<file path="src/rtl/dci_pkg.sv">
package dci_pkg;

  localparam int NCH    = 2;
  localparam int REG_W  = 8;
  localparam int CMD_W  = 3;
  localparam int MODE_W = 2;

  localparam logic [CMD_W-1:0] CMD_CLR_TX  = 3'b101;
  localparam logic [CMD_W-1:0] CMD_RST_IUS = 3'b111;

  typedef enum logic [2:0] {
    SRC_RX_A = 3'd0,
    SRC_TX_A = 3'd1,
    SRC_RX_B = 3'd2,
    SRC_TX_B = 3'd3,
    SRC_NONE = 3'd4
  } src_e;

  typedef struct packed {
    logic rx_av;
    logic rx_pend;
    logic rx_ius;
    logic tx_emp;
    logic tx_pend;
    logic tx_ius;
    logic tx_post;
  } chan_st_t;

  // Receive interrupts are armed for the two middle mode codes only.
  function automatic logic rx_mode_arms(input logic [MODE_W-1:0] m);
    return (m == 2'b01) || (m == 2'b10);
  endfunction

  // Fixed priority: rx A, tx A, rx B, tx B.
  function automatic src_e pick_src(input logic [NCH-1:0] rxp,
                                    input logic [NCH-1:0] txp);
    if (rxp[0])      return SRC_RX_A;
    else if (txp[0]) return SRC_TX_A;
    else if (rxp[1]) return SRC_RX_B;
    else if (txp[1]) return SRC_TX_B;
    else             return SRC_NONE;
  endfunction

  function automatic logic [REG_W-1:0] vec_code(input src_e s, input logic hi);
    logic [REG_W-1:0] v;
    case (s)
      SRC_RX_A: v = hi ? 8'h30 : 8'h0C;
      SRC_TX_A: v = hi ? 8'h10 : 8'h08;
      SRC_RX_B: v = hi ? 8'h20 : 8'h04;
      SRC_TX_B: v = 8'h00;
      default:  v = hi ? 8'h60 : 8'h06;
    endcase
    return v;
  endfunction

endpackage

</file>
<file path="src/rtl/dci_cmd_decode.sv">
module dci_cmd_decode
  import dci_pkg::*;
(
  input  logic             cmd_wr,
  input  logic [CMD_W-1:0] cmd_field,
  output logic             clr_tx,
  output logic             rst_ius
);

  // Only two codes act; every other code is dropped here.
  assign clr_tx  = cmd_wr && (cmd_field == CMD_CLR_TX);
  assign rst_ius = cmd_wr && (cmd_field == CMD_RST_IUS);

endmodule

</file>
<file path="src/rtl/dci_chan_state.sv">
module dci_chan_state
  import dci_pkg::*;
(
  input  logic              clk,
  input  logic              rst_n,
  input  logic              rx_ev,
  input  logic              rd,
  input  logic              wr,
  input  logic              tx_done,
  input  logic              clr_tx,
  input  logic              rst_ius,
  input  logic              tx_ie,
  input  logic [MODE_W-1:0] rx_mode,
  input  logic              brk_ie,
  input  logic              brk_st,
  output chan_st_t          st,
  output logic              req
);

  chan_st_t q, n;

  localparam chan_st_t RESET_ST = '{rx_av: 1'b0, rx_pend: 1'b0, rx_ius: 1'b0,
                                    tx_emp: 1'b1, tx_pend: 1'b0, tx_ius: 1'b0,
                                    tx_post: 1'b0};

  // Events applied as ordered steps on one working copy of the state.
  always_comb begin
    n = q;
    if (rx_ev) begin
      n.rx_av   = 1'b1;
      n.rx_pend = 1'b1;
      n.rx_ius  = 1'b1;
    end
    if (rd) begin
      n.rx_av   = 1'b0;
      n.rx_pend = 1'b0;
      n.rx_ius  = 1'b0;
      if (n.tx_pend) begin
        n.tx_ius  = 1'b1;
        n.tx_post = 1'b1;
      end
    end
    if (wr) begin
      n.tx_emp  = 1'b0;
      n.tx_pend = 1'b0;
      n.tx_ius  = 1'b0;
      n.tx_post = 1'b0;
    end
    if (tx_done) begin
      n.tx_emp  = 1'b1;
      n.tx_pend = 1'b1;
      if (!n.rx_ius) begin
        n.tx_ius  = 1'b1;
        n.tx_post = 1'b1;
      end
    end
    if (clr_tx) begin
      n.tx_pend = 1'b0;
      n.tx_ius  = 1'b0;
      n.tx_post = 1'b0;
      if (n.rx_pend) n.rx_ius = 1'b1;
    end
    if (rst_ius) begin
      if (n.rx_ius) begin
        n.rx_ius = 1'b0;
        if (n.tx_pend) begin
          n.tx_ius  = 1'b1;
          n.tx_post = 1'b1;
        end
      end else if (n.tx_ius) begin
        n.tx_ius = 1'b0;
      end
    end
  end

  always_ff @(posedge clk or negedge rst_n) begin
    if (!rst_n) q <= RESET_ST;
    else        q <= n;
  end

  assign st  = q;
  assign req = (tx_ie && q.tx_pend) ||
               (rx_mode_arms(rx_mode) && q.rx_pend) ||
               (brk_ie && brk_st);

  AST_RX_ENTERS_SVC: assert property (@(posedge clk) disable iff (!rst_n)
    rx_ev && !rd && !rst_ius |=> st.rx_pend && st.rx_ius);
  AST_TX_HELD_BACK: assert property (@(posedge clk) disable iff (!rst_n)
    $rose(st.tx_ius) |-> !st.rx_ius);
  AST_IUS_CMD_RX: assert property (@(posedge clk) disable iff (!rst_n)
    rst_ius |=> !st.rx_ius);
  AST_CLRTX_CMD: assert property (@(posedge clk) disable iff (!rst_n)
    clr_tx && !tx_done |=> !st.tx_pend && !st.tx_post);
  AST_WR_DROPS_TX: assert property (@(posedge clk) disable iff (!rst_n)
    wr && !tx_done |=> !st.tx_pend && !st.tx_emp);
  AST_RD_DROPS_RX: assert property (@(posedge clk) disable iff (!rst_n)
    rd && !rx_ev |=> !st.rx_av && !st.rx_pend);

endmodule

</file>
<file path="src/rtl/dci_vec_encode.sv">
module dci_vec_encode
  import dci_pkg::*;
(
  input  logic             clk,
  input  logic             rst_n,
  input  logic [NCH-1:0]   rx_pend,
  input  logic [NCH-1:0]   tx_post,
  input  logic [NCH-1:0]   tx_ie,
  input  logic             stat_hi,
  output logic [REG_W-1:0] pend,
  output logic [REG_W-1:0] vec
);

  localparam int BIT_RX_A = 5;
  localparam int BIT_TX_A = 4;
  localparam int BIT_RX_B = 2;
  localparam int BIT_TX_B = 1;

  src_e top_src;

  always_comb begin
    pend           = '0;
    pend[BIT_RX_A] = rx_pend[0];
    pend[BIT_TX_A] = tx_post[0] && tx_ie[0];
    pend[BIT_RX_B] = rx_pend[1];
    pend[BIT_TX_B] = tx_post[1] && tx_ie[1];
  end

  assign top_src = pick_src(rx_pend, tx_post);
  assign vec     = vec_code(top_src, stat_hi);

  AST_VEC_RX_A: assert property (@(posedge clk) disable iff (!rst_n)
    pend[BIT_RX_A] |-> (vec == 8'h0C || vec == 8'h30));
  AST_VEC_IDLE_HI: assert property (@(posedge clk) disable iff (!rst_n)
    (rx_pend == '0 && tx_post == '0 && stat_hi) |-> vec == 8'h60);

endmodule

</file>
<file path="src/rtl/dual_chan_irq_ctl.sv">
module dual_chan_irq_ctl
  import dci_pkg::*;
(
  input  logic             clk,
  input  logic             rst_n,
  input  logic             stat_hi,
  input  logic [1:0]       tx_ie,
  input  logic [1:0]       rx_mode_a,
  input  logic [1:0]       rx_mode_b,
  input  logic [1:0]       brk_ie,
  input  logic [1:0]       brk_status,
  input  logic [1:0]       rx_char_ev,
  input  logic [1:0]       tx_done_ev,
  input  logic [1:0]       data_wr,
  input  logic [1:0]       data_rd,
  input  logic [1:0]       cmd_wr,
  input  logic [2:0]       cmd_field,
  output logic             irq,
  output logic [7:0]       pend_reg,
  output logic [7:0]       vec_reg,
  output logic [1:0]       rx_avail,
  output logic [1:0]       tx_empty
);

  logic [MODE_W-1:0] rx_mode_v [NCH];
  chan_st_t          st_v      [NCH];
  logic [NCH-1:0]    req_v;
  logic [NCH-1:0]    clr_tx_v;
  logic [NCH-1:0]    rst_ius_v;
  logic [NCH-1:0]    rx_pend_v;
  logic [NCH-1:0]    tx_post_v;

  assign rx_mode_v[0] = rx_mode_a;
  assign rx_mode_v[1] = rx_mode_b;

  for (genvar c = 0; c < NCH; c++) begin : g_ch
    dci_cmd_decode u_dec (
      .cmd_wr    (cmd_wr[c]),
      .cmd_field (cmd_field),
      .clr_tx    (clr_tx_v[c]),
      .rst_ius   (rst_ius_v[c])
    );

    dci_chan_state u_st (
      .clk     (clk),
      .rst_n   (rst_n),
      .rx_ev   (rx_char_ev[c]),
      .rd      (data_rd[c]),
      .wr      (data_wr[c]),
      .tx_done (tx_done_ev[c]),
      .clr_tx  (clr_tx_v[c]),
      .rst_ius (rst_ius_v[c]),
      .tx_ie   (tx_ie[c]),
      .rx_mode (rx_mode_v[c]),
      .brk_ie  (brk_ie[c]),
      .brk_st  (brk_status[c]),
      .st      (st_v[c]),
      .req     (req_v[c])
    );

    assign rx_pend_v[c] = st_v[c].rx_pend;
    assign tx_post_v[c] = st_v[c].tx_post;
    assign rx_avail[c]  = st_v[c].rx_av;
    assign tx_empty[c]  = st_v[c].tx_emp;
  end

  dci_vec_encode u_enc (
    .clk     (clk),
    .rst_n   (rst_n),
    .rx_pend (rx_pend_v),
    .tx_post (tx_post_v),
    .tx_ie   (tx_ie),
    .stat_hi (stat_hi),
    .pend    (pend_reg),
    .vec     (vec_reg)
  );

  assign irq = |req_v;

endmodule

</file>
<file path="config.mk">
export PLATFORM = sky130hd
export DESIGN_NAME = dual_chan_irq_ctl
export DESIGN_NICKNAME = d
export VERILOG_FILES = /design/src/rtl/dci_pkg.sv /design/src/rtl/dci_cmd_decode.sv /design/src/rtl/dci_chan_state.sv /design/src/rtl/dci_vec_encode.sv /design/src/rtl/dual_chan_irq_ctl.sv
export SDC_FILE = /design/constraint.sdc
export NUM_CORES = 1
export LEC_CHECK = 0
export BUFFER_PORTS_ARGS = -buffer_cell sky130_fd_sc_hd__buf_2
export CORE_MARGIN = 3
export CORE_UTILIZATION = 44
export DETAILED_ROUTE_END_ITERATION = 16
export GPL_TIMING_DRIVEN = 0
export HOLD_SLACK_MARGIN = 0.03
export PLACE_DENSITY = 0.83
export SLEW_MARGIN = 20
export SYNTH_ARGS = -nofsm -noshare
export SYNTH_HDL_FRONTEND = slang
export SYNTH_SLANG_ARGS = --single-unit
</file>
<file path="constraint.sdc">
create_clock -name clk -period 2.8 [get_ports clk]
set_input_delay 0 -clock clk [delete_from_list [all_inputs] [get_ports clk]]
set_output_delay 0 -clock clk [all_outputs]
set_load 0.02 [all_outputs]
</file>
==> flow_summary.ini <==
[clock_tree]
cts_hold_buf = 11
clockBufferDepth = 2
h-tree-depth = 1
numClockSinks = 12
cts_root_buf = clkbuf_4
ctsResizeCount = 0
tritoncts = yes
post-cts-setup-buffers = 0
cts_buffers = 3
clk_latency_ns = 0.26
path_clk_slew_ns = 0.07

[floorplan]
die_y_um = 46.7
die_w_um = 46.7
start_util_pct = 47.8
rows = 14
ios = 47
die-area_um2 = 2180
core_area_um2 = 1520

[logic_synthesis]
yosysUniqueCellTypes = 22
synthCells = 86
synth_area_leaders = dfrtp_1 34%, buf_4 12%, nor2_1 11%, dfstp_2 7.2%, nor2b_1 6.0%
synth_top_area_share_pct = 34.4
syn_area_um2 = 728
ys_ff_latch = 12
synth.yosys.seq_area_share_pct = 41.6
synth-warning-count = 0
yosysTopAreaCell = dfrtp_1
syn_area_per_cell_um2 = 8.47

[sta]
fmax_ghz = 0.728
slew_viol_final = 0
fin_tns_setup_ns = 0
final-setup-viol-count = 0
period_needed_ns = 1.37
hold_viol = 0
whs_ns = 0.0534
finalCritPeriodShare_pct = 49.0
rsz0062_at_grt = no
fin_skew_ns = 0.000188

[layout]
diodes = 0
layout_commonest_cell = buf_2
final_cell_mix = 40 x buf_2, 21 x nor2_1, 12 x buf_4
nets = 173
drive_gt1_share_pct = 39.3
fill_cells = 120
largest_register_ffs = 12
fin_area_um2 = 1100
instances_no_fill = 161
syn_to_final_growth_pct = 51.0

[flow_run]
cap_violations = 0

[setup_path]
slowest_stage = dfrtp_1
cp_max_fo = 6
arrival_ns = 1.37
crit_required_ns = 2.80
critPathCaptureType = primary output
start_kind = register
critPathKind = register to primary output
crit_chain = nor4_1, nor2b_1, buf_2
cpPeakStageDelay_ns = 0.44
cp.buffers_inverters = 1
path_delay_family = simple AND/OR/NAND/NOR gates

[global_routing]
grt_pass1_vias = 581
grt_max_degree = 13
busiest_layer = met2
grt_use_met1_pct = 19.5
use_met3_pct = 1.17
grt_pass1_wl_mm = 2.33
antenna_found_initial = 0
gr-total-overflow = 0
grtUsageTotal_pct = 15.2
use_met2_pct = 25.0

[run_status]
status = completed

[drt]
wire_per_inst_um = 10.4
vias = 764
dr.pass1.iters = 4
drc = 0
drtIter0Drc = 20
routed_wl_mm = 1.67
ant_nets = 0
via_per_inst = 4.75

[place]
hpwl_mm = 1.23
gp_congestion = 0.764
dpl-instance-area_um2 = 967
portBuffers = 40
dpl.cell_count = 147

[pwr]
power_density_nw_per_um2 = 408
power.total_w = 0.000449
vdd_drop_max_uv = 298
power_leakage_nw = 0.593

[min_path]
hp-class = primary input to register
==> power breakdown <==
part	switching, W	internal [W]	total, W
clock network	0.0000496	0.0000496	0.0000992
logic	0.0000766	0.0000718	0.000148
registers	0.0000115	0.000190	0.000201
total	0.000138	0.000311	0.000449
==> worst register-to-register path: cells and delay by family (launching register included) <==
kind                   cells  cell delay, ns
buffers and inverters      1            0.55
flip-flops                 1            0.44
AND/OR/NAND/NOR            2            0.23
==> cell families (layout without fill, tap and decap cells) <==
| logic type | count (synthesis) | in the layout | share of synthesized area [%] |
|---|---|---|---|
| and+or+nand+nor | 46 | 46 | 30.9 |
| DFF | 12 | 12 | 41.6 |
| buffers and inverters | 15 | 69 | 13.9 |
| AOI/OAI and AO/OA | 10 | 10 | 10.7 |
| xor gates and xnor gates | 2 | 2 | 2.41 |
| other | 1 | 6 | 0.515 |
==> cell type report <==
cell class	count	area [um^2]	area share [%]
Timing Repair Buffer	51	310	28.2
Clock buffer	3	22.5	2.05
Multi-Input combinational cell	64	343	31.2
Sequential cell	12	303	27.5
Inverter	3	11.3	1.02
Buffer	12	90.1	8.19
Tap cell	16	20.0	1.82
==> metrics by stage <==
step                utilization [%]  setup WS (ns)
floorplan                         -           1.74
global placement               63.5           1.71
detailed placement             63.5           1.71
CTS                            72.2           1.44
global route                   72.2           1.36
finish                         72.2           1.43
==> Yosys cell counts <==
| library cell | n |
|---|---|
| nor3_1 | 4 |
| nand2_1 | 1 |
| and2_1 | 3 |
| a21oi_1 | 1 |
| nand2b_1 | 1 |
| or3_1 | 2 |
| a21o_1 | 2 |
| a2bb2oi_1 | 2 |
| nand3_1 | 2 |
| nor2_1 | 21 |
| a211oi_1 | 2 |
| nor4_1 | 3 |
| dfstp_2 | 2 |
| dfrtp_1 | 10 |
| xor2_1 | 2 |
| and3_1 | 2 |
| nor2b_1 | 7 |
| buf_4 | 12 |
| inv_1 | 3 |
| a22oi_1 | 2 |
| a221o_1 | 1 |
| conb_1 | 1 |
==> final timing paths <==
kind / start / endpoint / slack (ns) / depth (start not counted)
min: data_wr[0] / g_ch[0].u_st.st[2]$_DFF_PN0_ / 0.05 / 4
max reg2reg: g_ch[0].u_st.st[5]$_DFF_PN0_ / g_ch[0].u_st.st[5]$_DFF_PN0_ / 1.47 / 3
max in group asynchronous: rst_n / g_ch[1].u_st.st[3]$_DFFE_PN1P_ / 2.38 / 2
min reg2reg: g_ch[0].u_st.st[6]$_DFFE_PN0P_ / g_ch[0].u_st.st[6]$_DFFE_PN0P_ / 0.51 / 2
min in group asynchronous: rst_n / g_ch[0].u_st.st[5]$_DFF_PN0_ / 0.15 / 2
max: g_ch[0].u_st.st[5]$_DFF_PN0_ / vec_reg[1] / 1.43 / 3
==> layer usage <==
layer | wire length (um) | part of all wire (%) | vias up
met5 | 0 | 0 | -
met4 | 20 | 1.2 | 0
met3 | 167 | 10 | 2
met2 | 755 | 45 | 35
met1 | 730 | 44 | 332
li1 | - | - | 395
Power figures use the tool's default switching activity.
